--- src/rtl/alu8_pkg.sv ---
package alu8_pkg;

  localparam int unsigned OP_W   = 4;
  localparam int unsigned FLAG_W = 6;

  typedef enum logic [OP_W-1:0] {
    OP_ADD   = 4'd0,
    OP_ADC   = 4'd1,
    OP_SUB   = 4'd2,
    OP_SBC   = 4'd3,
    OP_CMP   = 4'd4,
    OP_CMPC  = 4'd5,
    OP_AND   = 4'd6,
    OP_OR    = 4'd7,
    OP_XOR   = 4'd8,
    OP_INV   = 4'd9,
    OP_NEG   = 4'd10,
    OP_INC   = 4'd11,
    OP_DEC   = 4'd12,
    OP_ONES  = 4'd13,
    OP_RSV14 = 4'd14,
    OP_RSV15 = 4'd15
  } alu_op_e;

  // bit 0 is carry, bit 5 is half-carry
  typedef struct packed {
    logic h;
    logic s;
    logic v;
    logic n;
    logic z;
    logic c;
  } alu_flags_t;

  typedef enum logic [1:0] {
    LG_AND = 2'd0,
    LG_OR  = 2'd1,
    LG_XOR = 2'd2,
    LG_INV = 2'd3
  } logic_sel_e;

endpackage

--- src/rtl/alu8_arith.sv ---
module alu8_arith #(
  parameter int unsigned W = 8
) (
  input  logic [W-1:0] a,
  input  logic [W-1:0] b,
  input  logic         cin,
  input  logic         sub,
  output logic [W-1:0] res,
  output logic         c_out,
  output logic         h_out,
  output logic         v_out
);

  localparam int unsigned HB = W / 2;

  logic [W:0]  full;
  logic [HB:0] low;
  logic        sa, sb, sr;

  always_comb begin
    if (sub) begin
      full = {1'b0, a} - {1'b0, b} - {{W{1'b0}}, cin};
      low  = {1'b0, a[HB-1:0]} - {1'b0, b[HB-1:0]} - {{HB{1'b0}}, cin};
    end else begin
      full = {1'b0, a} + {1'b0, b} + {{W{1'b0}}, cin};
      low  = {1'b0, a[HB-1:0]} + {1'b0, b[HB-1:0]} + {{HB{1'b0}}, cin};
    end
  end

  assign res   = full[W-1:0];
  assign c_out = full[W];
  assign h_out = low[HB];

  assign sa = a[W-1];
  assign sb = b[W-1];
  assign sr = res[W-1];

  // overflow: operands of matching sign (add) or opposite sign (sub) and result sign flips
  assign v_out = sub ? ((sa != sb) && (sr != sa)) : ((sa == sb) && (sr != sa));

endmodule

--- src/rtl/alu8_logic.sv ---
module alu8_logic
  import alu8_pkg::*;
#(
  parameter int unsigned W = 8
) (
  input  logic [W-1:0] a,
  input  logic [W-1:0] b,
  input  logic_sel_e   sel,
  output logic [W-1:0] res
);

  always_comb begin
    unique case (sel)
      LG_AND:  res = a & b;
      LG_OR:   res = a | b;
      LG_XOR:  res = a ^ b;
      default: res = ~a;
    endcase
  end

endmodule

--- src/rtl/alu8_flagsel.sv ---
module alu8_flagsel
  import alu8_pkg::*;
#(
  parameter int unsigned W = 8
) (
  input  alu_op_e      op,
  input  alu_flags_t   f_in,
  input  logic [W-1:0] ar_res,
  input  logic         ar_c,
  input  logic         ar_h,
  input  logic         ar_v,
  input  logic [W-1:0] lg_res,
  output logic [W-1:0] res,
  output logic         we,
  output alu_flags_t   f_out
);

  logic zero_ar, zero_lg;

  assign zero_ar = (ar_res == '0);
  assign zero_lg = (lg_res == '0);

  always_comb begin
    res   = '0;
    we    = 1'b0;
    f_out = f_in;
    unique case (op)
      OP_ADD, OP_ADC, OP_SUB, OP_SBC, OP_CMP, OP_CMPC, OP_NEG: begin
        res     = ar_res;
        we      = (op != OP_CMP) && (op != OP_CMPC);
        f_out.c = ar_c;
        f_out.h = ar_h;
        f_out.v = ar_v;
        f_out.n = ar_res[W-1];
        f_out.z = (op == OP_SBC || op == OP_CMPC) ? (zero_ar & f_in.z) : zero_ar;
        f_out.s = ar_res[W-1] ^ ar_v;
      end
      OP_INC, OP_DEC: begin
        res     = ar_res;
        we      = 1'b1;
        f_out.v = ar_v;
        f_out.n = ar_res[W-1];
        f_out.z = zero_ar;
        f_out.s = ar_res[W-1] ^ ar_v;
      end
      OP_AND, OP_OR, OP_XOR, OP_INV: begin
        res     = lg_res;
        we      = 1'b1;
        f_out.v = 1'b0;
        f_out.n = lg_res[W-1];
        f_out.z = zero_lg;
        f_out.s = lg_res[W-1];
        if (op == OP_INV) f_out.c = 1'b1;
      end
      OP_ONES: begin
        res = '1;
        we  = 1'b1;
      end
      default: begin
        res   = '0;
        we    = 1'b0;
        f_out = f_in;
      end
    endcase
  end

  // chained zero may only be cleared by the carry-subtract family
  always_comb begin
    if ((op == OP_SBC || op == OP_CMPC) && !f_in.z) begin
      assert_chain_zero_R3: assert (!f_out.z);
    end
    if (op == OP_INV) begin
      assert_inv_carry_R6: assert (f_out.c && !f_out.v && (f_out.h == f_in.h));
    end
    if (op == OP_AND || op == OP_OR || op == OP_XOR) begin
      assert_logic_keep_R5: assert ((f_out.c == f_in.c) && (f_out.h == f_in.h) && !f_out.v);
    end
  end

endmodule

--- src/rtl/alu8_core.sv ---
module alu8_core
  import alu8_pkg::*;
#(
  parameter int unsigned W = 8
) (
  input  logic [3:0]   op_code,
  input  logic [W-1:0] opnd_d,
  input  logic [W-1:0] opnd_r,
  input  logic [W-1:0] opnd_k,
  input  logic         use_imm,
  input  logic [5:0]   flags_in,
  output logic [W-1:0] result,
  output logic         result_we,
  output logic [5:0]   flags_out
);

  alu_op_e    op;
  alu_flags_t f_in, f_out;
  logic [W-1:0] src_b;

  logic [W-1:0] ar_a, ar_b, ar_res, lg_res;
  logic         ar_cin, ar_sub, ar_c, ar_h, ar_v;
  logic_sel_e   lg_sel;

  assign op    = alu_op_e'(op_code);
  assign f_in  = alu_flags_t'(flags_in);
  assign src_b = use_imm ? opnd_k : opnd_r;

  // arithmetic operand steering
  always_comb begin
    ar_a   = opnd_d;
    ar_b   = src_b;
    ar_cin = 1'b0;
    ar_sub = 1'b0;
    unique case (op)
      OP_ADC:          ar_cin = f_in.c;
      OP_SUB, OP_CMP:  ar_sub = 1'b1;
      OP_SBC, OP_CMPC: begin ar_sub = 1'b1; ar_cin = f_in.c; end
      OP_NEG:          begin ar_a = '0; ar_b = opnd_d; ar_sub = 1'b1; end
      OP_INC:          ar_b = W'(1);
      OP_DEC:          begin ar_b = W'(1); ar_sub = 1'b1; end
      default: ;
    endcase
  end

  always_comb begin
    unique case (op)
      OP_AND:  lg_sel = LG_AND;
      OP_OR:   lg_sel = LG_OR;
      OP_XOR:  lg_sel = LG_XOR;
      default: lg_sel = LG_INV;
    endcase
  end

  alu8_arith #(.W(W)) u_arith (
    .a(ar_a), .b(ar_b), .cin(ar_cin), .sub(ar_sub),
    .res(ar_res), .c_out(ar_c), .h_out(ar_h), .v_out(ar_v)
  );

  alu8_logic #(.W(W)) u_logic (
    .a(opnd_d), .b(src_b), .sel(lg_sel), .res(lg_res)
  );

  alu8_flagsel #(.W(W)) u_flags (
    .op(op), .f_in(f_in),
    .ar_res(ar_res), .ar_c(ar_c), .ar_h(ar_h), .ar_v(ar_v),
    .lg_res(lg_res),
    .res(result), .we(result_we), .f_out(f_out)
  );

  assign flags_out = f_out;

  logic updates_nv;
  assign updates_nv = (op_code <= 4'd12);

  always_comb begin
    if (updates_nv) begin
      assert_sign_rule_R10: assert (flags_out[4] == (flags_out[2] ^ flags_out[3]));
    end
    if (op == OP_ADD) begin
      assert_add_carry_R1: assert (flags_out[0] == (result < opnd_d));
    end
    if (op == OP_SUB) begin
      assert_sub_borrow_R2: assert (flags_out[0] == (src_b > opnd_d));
    end
    if (op == OP_CMP || op == OP_CMPC) begin
      assert_cmp_nowrite_R4: assert (!result_we);
    end
    if (op == OP_INC || op == OP_DEC) begin
      assert_incdec_carry_R8: assert (flags_out[0] == flags_in[0] && flags_out[5] == flags_in[5]);
    end
    if (op == OP_ONES) begin
      assert_ones_flags_R9: assert (flags_out == flags_in && result == '1);
    end
    if (op_code > 4'd13) begin
      assert_unused_op_R11: assert (!result_we && flags_out == flags_in);
    end
  end

endmodule

--- config.mk ---
export PLATFORM = sky130hd
export DESIGN_NAME = alu8_core
export DESIGN_NICKNAME = d
export VERILOG_FILES = /design/src/rtl/alu8_pkg.sv /design/src/rtl/alu8_arith.sv /design/src/rtl/alu8_logic.sv /design/src/rtl/alu8_flagsel.sv /design/src/rtl/alu8_core.sv
export SDC_FILE = /design/constraint.sdc
export NUM_CORES = 1
export LEC_CHECK = 0
export ABC_AREA = 1
export CAP_MARGIN = 5
export CORE_UTILIZATION = 58
export DETAILED_ROUTE_END_ITERATION = 10
export PLACE_DENSITY = 0.91
export SYNTH_ARGS = -nofsm -noshare
export SYNTH_HDL_FRONTEND = slang
export SYNTH_SLANG_ARGS = --single-unit
--- constraint.sdc ---
create_clock -name vclk -period 7.75
set_input_delay 1.1625 -clock vclk [all_inputs]
set_output_delay 1.1625 -clock vclk [all_outputs]
set_load 0.03 [all_outputs]
# Word level (Yosys, flattened, before mapping)

Index checks and enable logic that the tools add are counted.

Bitwise logic cells: 6
Add/sub/neg operators: 8
Reductions and logical operators: 15
Muxes and demuxes: 17
Equal/unequal tests: 20

Operators by type and width:

| cell                                                  | count |
|---|---|
| one-hot mux 8 bit (3 select lines)                    | 2 |
| == test 4 bit, second input constant                  | 6 |
| == test 4 x 3 -> 1 bit, second input constant         | 4 |
| zero test 8 bit                                       | 2 |
| two-way mux 8 bit                                     | 2 |
| one-hot mux 8 bit (2 select lines)                    | 1 |
| OR reduction 7 bit                                    | 2 |
| one-hot mux 4 bit (3 select lines)                    | 1 |
| adder 8 x 8 -> 9 bit                                  | 1 |
| adder 9 x 1 -> 9 bit                                  | 1 |
| two-way mux 9 bit                                     | 1 |
| OR reduction 9 bit                                    | 1 |
| subtractor 8 x 8 -> 9 bit                             | 1 |
| subtractor 9 x 1 -> 9 bit                             | 1 |
| AND 8 bit                                             | 1 |
| == test 4 x 2 -> 1 bit, second input constant         | 2 |
| inequality test 4 x 3 -> 1 bit, second input constant | 2 |
| inverter 8 bit                                        | 1 |
| bitwise OR 8 bit                                      | 1 |
| XOR 8 bit                                             | 1 |
| two-way mux 1 bit                                     | 6 |
| one-hot mux 2 bit (3 select lines)                    | 1 |
| OR reduction 6 bit                                    | 1 |
| adder 4 x 4 -> 5 bit                                  | 1 |
| other kinds (19)                                      | 23 |

Output and inout port bits: 15
Logic and storage cells: 66
Input bits: 35
Register bits after elaboration: 0

# Logic depth before layout (Yosys ltp)

Word-level depth: 11
Depth in mapped cells: 24
Depth with buffers taken out: 22

# Modules after synthesis

Synthesis repeated with hierarchy kept, for this count alone.

Cell total of the unflattened synthesis: 432
Area, all modules: 2428.6 um^2

Modules (own cells, without submodules):

| module       | seq. area each (um^2) | times used | area an instance (um^2) | cells an instance |
|---|---|---|---|---|
| alu8_arith   | 0.0                   | 1          | 1006.0                  | 160 |
| alu8_logic   | 0.0                   | 1          | 560.5                   | 86 |
| alu8_flagsel | 0.0                   | 1          | 445.4                   | 95 |
| alu8_core    | 0.0                   | 1          | 416.6                   | 91 |

# Least setup slack after synthesis

No wires, ideal clock.

Path type: input to output
Start point: input op_code[3]
End point: output flags_out[4]
Arrival: 4.065 ns
Slack: 2.522 ns
Stages on the path: 21
Path buffers: 3
Required time: 6.588 ns
Path through: buf_4 -> inv_2 -> nor2_2 -> nand2_1 -> buf_4 -> inv_1 -> buf_2 -> nor2_1 -> inv_2 -> o22ai_1 -> ha_1 -> ha_1 -> nand2_1 -> nand2_1 -> a31oi_1 -> nand2_1 -> nand2_1 -> nand3_1 -> o21ai_1 -> nand3_1 -> a21oi_1

Cells in the longest elaborated chain, start to end: 11
Elaborated cells between the ends (all ways): 40
Those cells by class: add/sub (4); eq/ne (17); mux (9); bitwise (1); reduce/logical (9)

Ends and longest elaborated chain:

| element                                                           | line                                   | source |
|---|---|---|
| start, declared                                                   | alu8_core.sv:6                         | `input logic [3:0] op_code,` |
| == test 4 bit                                                     | alu8_flagsel.sv:27, alu8_core.sv:35    |  |
| OR reduction 2 bit (no source line)                               | --                                     |  |
| one-hot mux 8 bit (2 select lines)                                | alu8_core.sv:35                        | `unique case (op)` |
| adder 8 x 8 -> 9 bit or subtractor 8 x 8 -> 9 bit (tied branches) | alu8_arith.sv:25, alu8_arith.sv:22     |  |
| adder 9 x 1 -> 9 bit or subtractor 9 x 1 -> 9 bit (tied branches) | alu8_arith.sv:25, alu8_arith.sv:22     |  |
| two-way mux 9 bit                                                 | alu8_arith.sv:21                       | `if (sub) begin` |
| inequality test 1 bit                                             | alu8_arith.sv:39                       | `assign v_out = sub ? ((sa != sb) && (sr != sa)) : ((sa == sb) && (sr != sa));` |
| logical AND 1 bit                                                 | alu8_arith.sv:39                       |  |
| two-way mux 1 bit                                                 | alu8_arith.sv:39                       |  |
| XOR 1 bit                                                         | alu8_flagsel.sv:36, alu8_flagsel.sv:44 |  |
| one-hot mux 4 bit (3 select lines) (*)                            | alu8_flagsel.sv:27                     | `unique case (op)` |
| end, declared                                                     | alu8_core.sv:14                        | `output logic [5:0] flags_out` |

Mark *: on every way between the ends. The rest lies on a longest branch, timed or not.

# Worst setup path after layout

Start point: input op_code[3]
End point: output flags_out[1]

Cells in the longest elaborated chain, start to end: 10
Elaborated cells between the ends (all ways): 38
Those cells by class: add/sub (4); eq/ne (14); mux (9); bitwise (1); reduce/logical (10)

Ends and longest elaborated chain:

| element                                                           | line                                | source |
|---|---|---|
| == test 4 bit                                                     | alu8_flagsel.sv:27, alu8_core.sv:35 |  |
| OR reduction 2 bit (no source line)                               | --                                  |  |
| one-hot mux 8 bit (2 select lines)                                | alu8_core.sv:35                     |  |
| adder 8 x 8 -> 9 bit or subtractor 8 x 8 -> 9 bit (tied branches) | alu8_arith.sv:25, alu8_arith.sv:22  |  |
| adder 9 x 1 -> 9 bit or subtractor 9 x 1 -> 9 bit (tied branches) | alu8_arith.sv:25, alu8_arith.sv:22  |  |
| two-way mux 9 bit                                                 | alu8_arith.sv:21                    |  |
| zero test 8 bit                                                   | alu8_flagsel.sv:20                  | `assign zero_ar = (ar_res == '0);` |
| AND 1 bit                                                         | alu8_flagsel.sv:35                  | `f_out.z = (op == OP_SBC \|\| op == OP_CMPC) ? (zero_ar & f_in.z) : zero_ar;` |
| two-way mux 1 bit                                                 | alu8_flagsel.sv:35                  |  |
| one-hot mux 4 bit (3 select lines) (*)                            | alu8_flagsel.sv:27                  |  |

Marks and branches as above.

==> flow_summary_export.csv <==
group,metric,value,unit
run_status,status,"finished, final reports clean",
critical_path,arrival,5.61,ns
synth,synth_area_leaders,"ha_1 (20%), nand2_1 (20%), inv_1 (14%)",
clocking,cts_resized,0,
pwr,switching_share,61.7,%
global_route,grt_pass1_wl,10.8,mm
timing,setup_ws,0.982,ns
synth,synth.top_cell.area_share,20.2,%
synth,syn-num-nets,475,
timing,slew_headroom,69.4,%
die,coreArea,3470,um^2
synth,syn-mean-instance-area,5.41,um^2
synth,syn_inst,401,
clocking,hold_buffers,0,
detailed_routing,antenna_left,0,
die,die_y,63.2,um
detailed_routing,drtIter0Drc,204,
critical_path,endpoint,"flags_out[1]",
timing,rsz0062_at_grt,"no",
layout,seqCellArea,0,um^2
timing,period_share,87.3,%
pwr,p_sw,182,uW
placement,dpl_worst_slack,1.06,ns
layout,design_area,2680,um^2
synth,yosysUniqueCellTypes,35,
pwr,ir_drop,0.0757,mV
critical_path,worstPathBufferInverterCount,6,
detailed_routing,vias,2651,
synth,yosysTopAreaCell,"ha_1",
pwr,p_per_area,110,nW/um^2
die,rows,21,
critical_path,cp_num_cells,20,
placement,portBuffers,50,
timing,period_needed,6.77,ns
layout,nets,520,
global_route,grt_start_max_net_pins,17,
synth,yosysWarnings,0,
global_route,grt_antenna_before_repair,0,
layout,clockBufferCount,0,
timing,slew_viol_final,0,
clocking,post-cts-setup-buffers,0,
critical_path,crit_path_frequent_cell,"nand3_1",
die,die_area,3990,um^2
critical_path,crit_path_top_delay_cell,"clkdlybuf4s50_1",
detailed_routing,vias_per_cell,5.41,
critical_path,critical_path.top_delay_family,"buffers and inverters",
critical_path,path_class,"input port to primary output",
timing,tns,0,ns
pwr,p_comb_share,100.0,%
placement,dp.cells,490,
placement,place_area,2680,um^2
detailed_routing,dr.pass1.iters,5,
pwr,internal_power,113,uW
placement,hpwl,5.34,mm
synth,synthesis.area,2170,um^2
layout,nFlopsAndLatches,0,
min_path,hp-class,"input port to primary output",
timing,hold_viol,0,
die,io_pins,50,
global_route,grt_pass1_vias,2397,
detailed_routing,wl_per_cell,12.6,um
detailed_routing,drc,0,
die,die_w,63.2,um
layout,antennaDiodeCount,0,
pwr,p_clk_share,0,%
layout,stdcell_count,490,
global_route,grtUsageTotal,32.4,%
detailed_routing,routed_wl,6.16,mm
critical_path,startpoint,"op_code[3]",
pwr,p_leak,1.45,nW
critical_path,cp-start-kind,"input port",
pwr,pwr-share-seq,0,%
placement,routabilityCongestion,0.928,
die,start_util,62.6,%
critical_path,cp_data_required_time,6.59,ns
timing,worst_pin_slew,0.455,ns
critical_path,path_max_fanout,11,
layout,area_growth,23.3,%
timing,fmax,148,MHz
synth,seq_area_frac_synth,0,%
critical_path,crit_chain,"clkdlybuf4s50_1 > inv_2 > nor2_2 > nand2_1 > inv_1 > nor2_1 > inv_2 > o22ai_1 > ha_1 > ha_1 > a21oi_1 > nand3_1 > nand3_1 > nand2_1 > inv_1 > nand3_1 > nor3_2 > nand3_1 > a21oi_2 > clkdlybuf4s50_1",
layout,drive_above_1_share,4.28,%
global_route,grt_overflow,0,
job,drv_cap,0,
timing,timing.hold.ws,3.42,ns
timing,setup_violations,0,
critical_path,cpPeakStageDelay,0.67,ns
critical_path,endpoint_kind,"primary output",
worst min-delay path by stage:
stage,from,to,slack [ns],cells past startpoint
CTS,flags_in[2],flags_out[2],3.42,4
detailed placement,flags_in[2],flags_out[2],3.41,4
floorplan,flags_in[1],flags_out[1],2.53,2
global placement,flags_in[2],flags_out[2],3.41,4
finish,flags_in[2],flags_out[2],3.42,4
global route,flags_in[2],flags_out[2],3.44,4
layout by cell type, fill, tap and decap left out, types with 2 or more instances in the layout:
cell and n:
nand2_1 113, o21ai_0 12, nand2_2 2, nand3_2 3
o221ai_1 2, a21oi_1 19, inv_2 6, nor2_2 3
fa_1 4, o211ai_1 7, o21ai_1 4, or2_2 2
o22ai_1 7, ha_1 35, inv_1 82, nor3_1 3
nor2_1 33, nand4_1 9, nand3_1 33, xor2_1 4
clkdlybuf4s50_1 50
metal layers:
layer  global-route usage [%]  share of wire, %  vias up
met2                     54.8                46      118
met5                        0                 0        -
met3                     1.99               8.2        4
li1                         -                 -     1361
met4                     5.11              0.47        0
met1                     45.6                45     1168
Yosys cell counts (2+ instances only):
master and count:
a21oi_1 19, buf_2 2, buf_4 2, buf_6 2, fa_1 4, ha_1 35, inv_1 82, inv_2 6
nand2_1 113, nand2_2 2, nand3_1 33, nand3_2 3, nand4_1 9, nor2_1 33, nor2_2 3, nor3_1 3
o211ai_1 7, o21ai_0 12, o21ai_1 4, o221ai_1 2, o22ai_1 7, or2_2 2, xor2_1 4
area by class of cell:
cell class                 instances  area, um^2
inverter                          88         330
timing repair buffer              50         500
fill                             312         791
multi-input combinational        306        1790
tap                               46        57.6
stage by stage:
step	utilization (%)	power [mW]
final	77.2	0.294
after global routing	77.2	0.327
after CTS	77.2	0.289
after detailed placement	77.2	0.288
after global placement	77.2	0.284
after floorplan	-	0.199
cell families after synthesis:
| kind of cell | Yosys count | share of synthesized area [%] |
|---|---|---|
| fa+ha+maj | 39 | 23.9 |
| xor+xnor | 4 | 1.61 |
| simple gates | 206 | 41.5 |
| compound gates | 57 | 15.4 |
| buf+inv | 95 | 17.6 |
power by group through the flow:
stage               clock (mW)  combinational [mW]  sequential, mW
CTS                          0               0.289               0
floorplan                    0               0.199               0
finish                       0               0.294               0
detailed placement           0               0.288               0
global placement             0               0.284               0
global route                 0               0.327               0
tightest hold or removal path, cell delays in order:
cell and delay [ns]:
clkdlybuf4s50_1 0.40, nand2_1 0.07, nand2_1 0.05, clkdlybuf4s50_1 0.58
No activity file was read; power rests on OpenSTA's default activity.
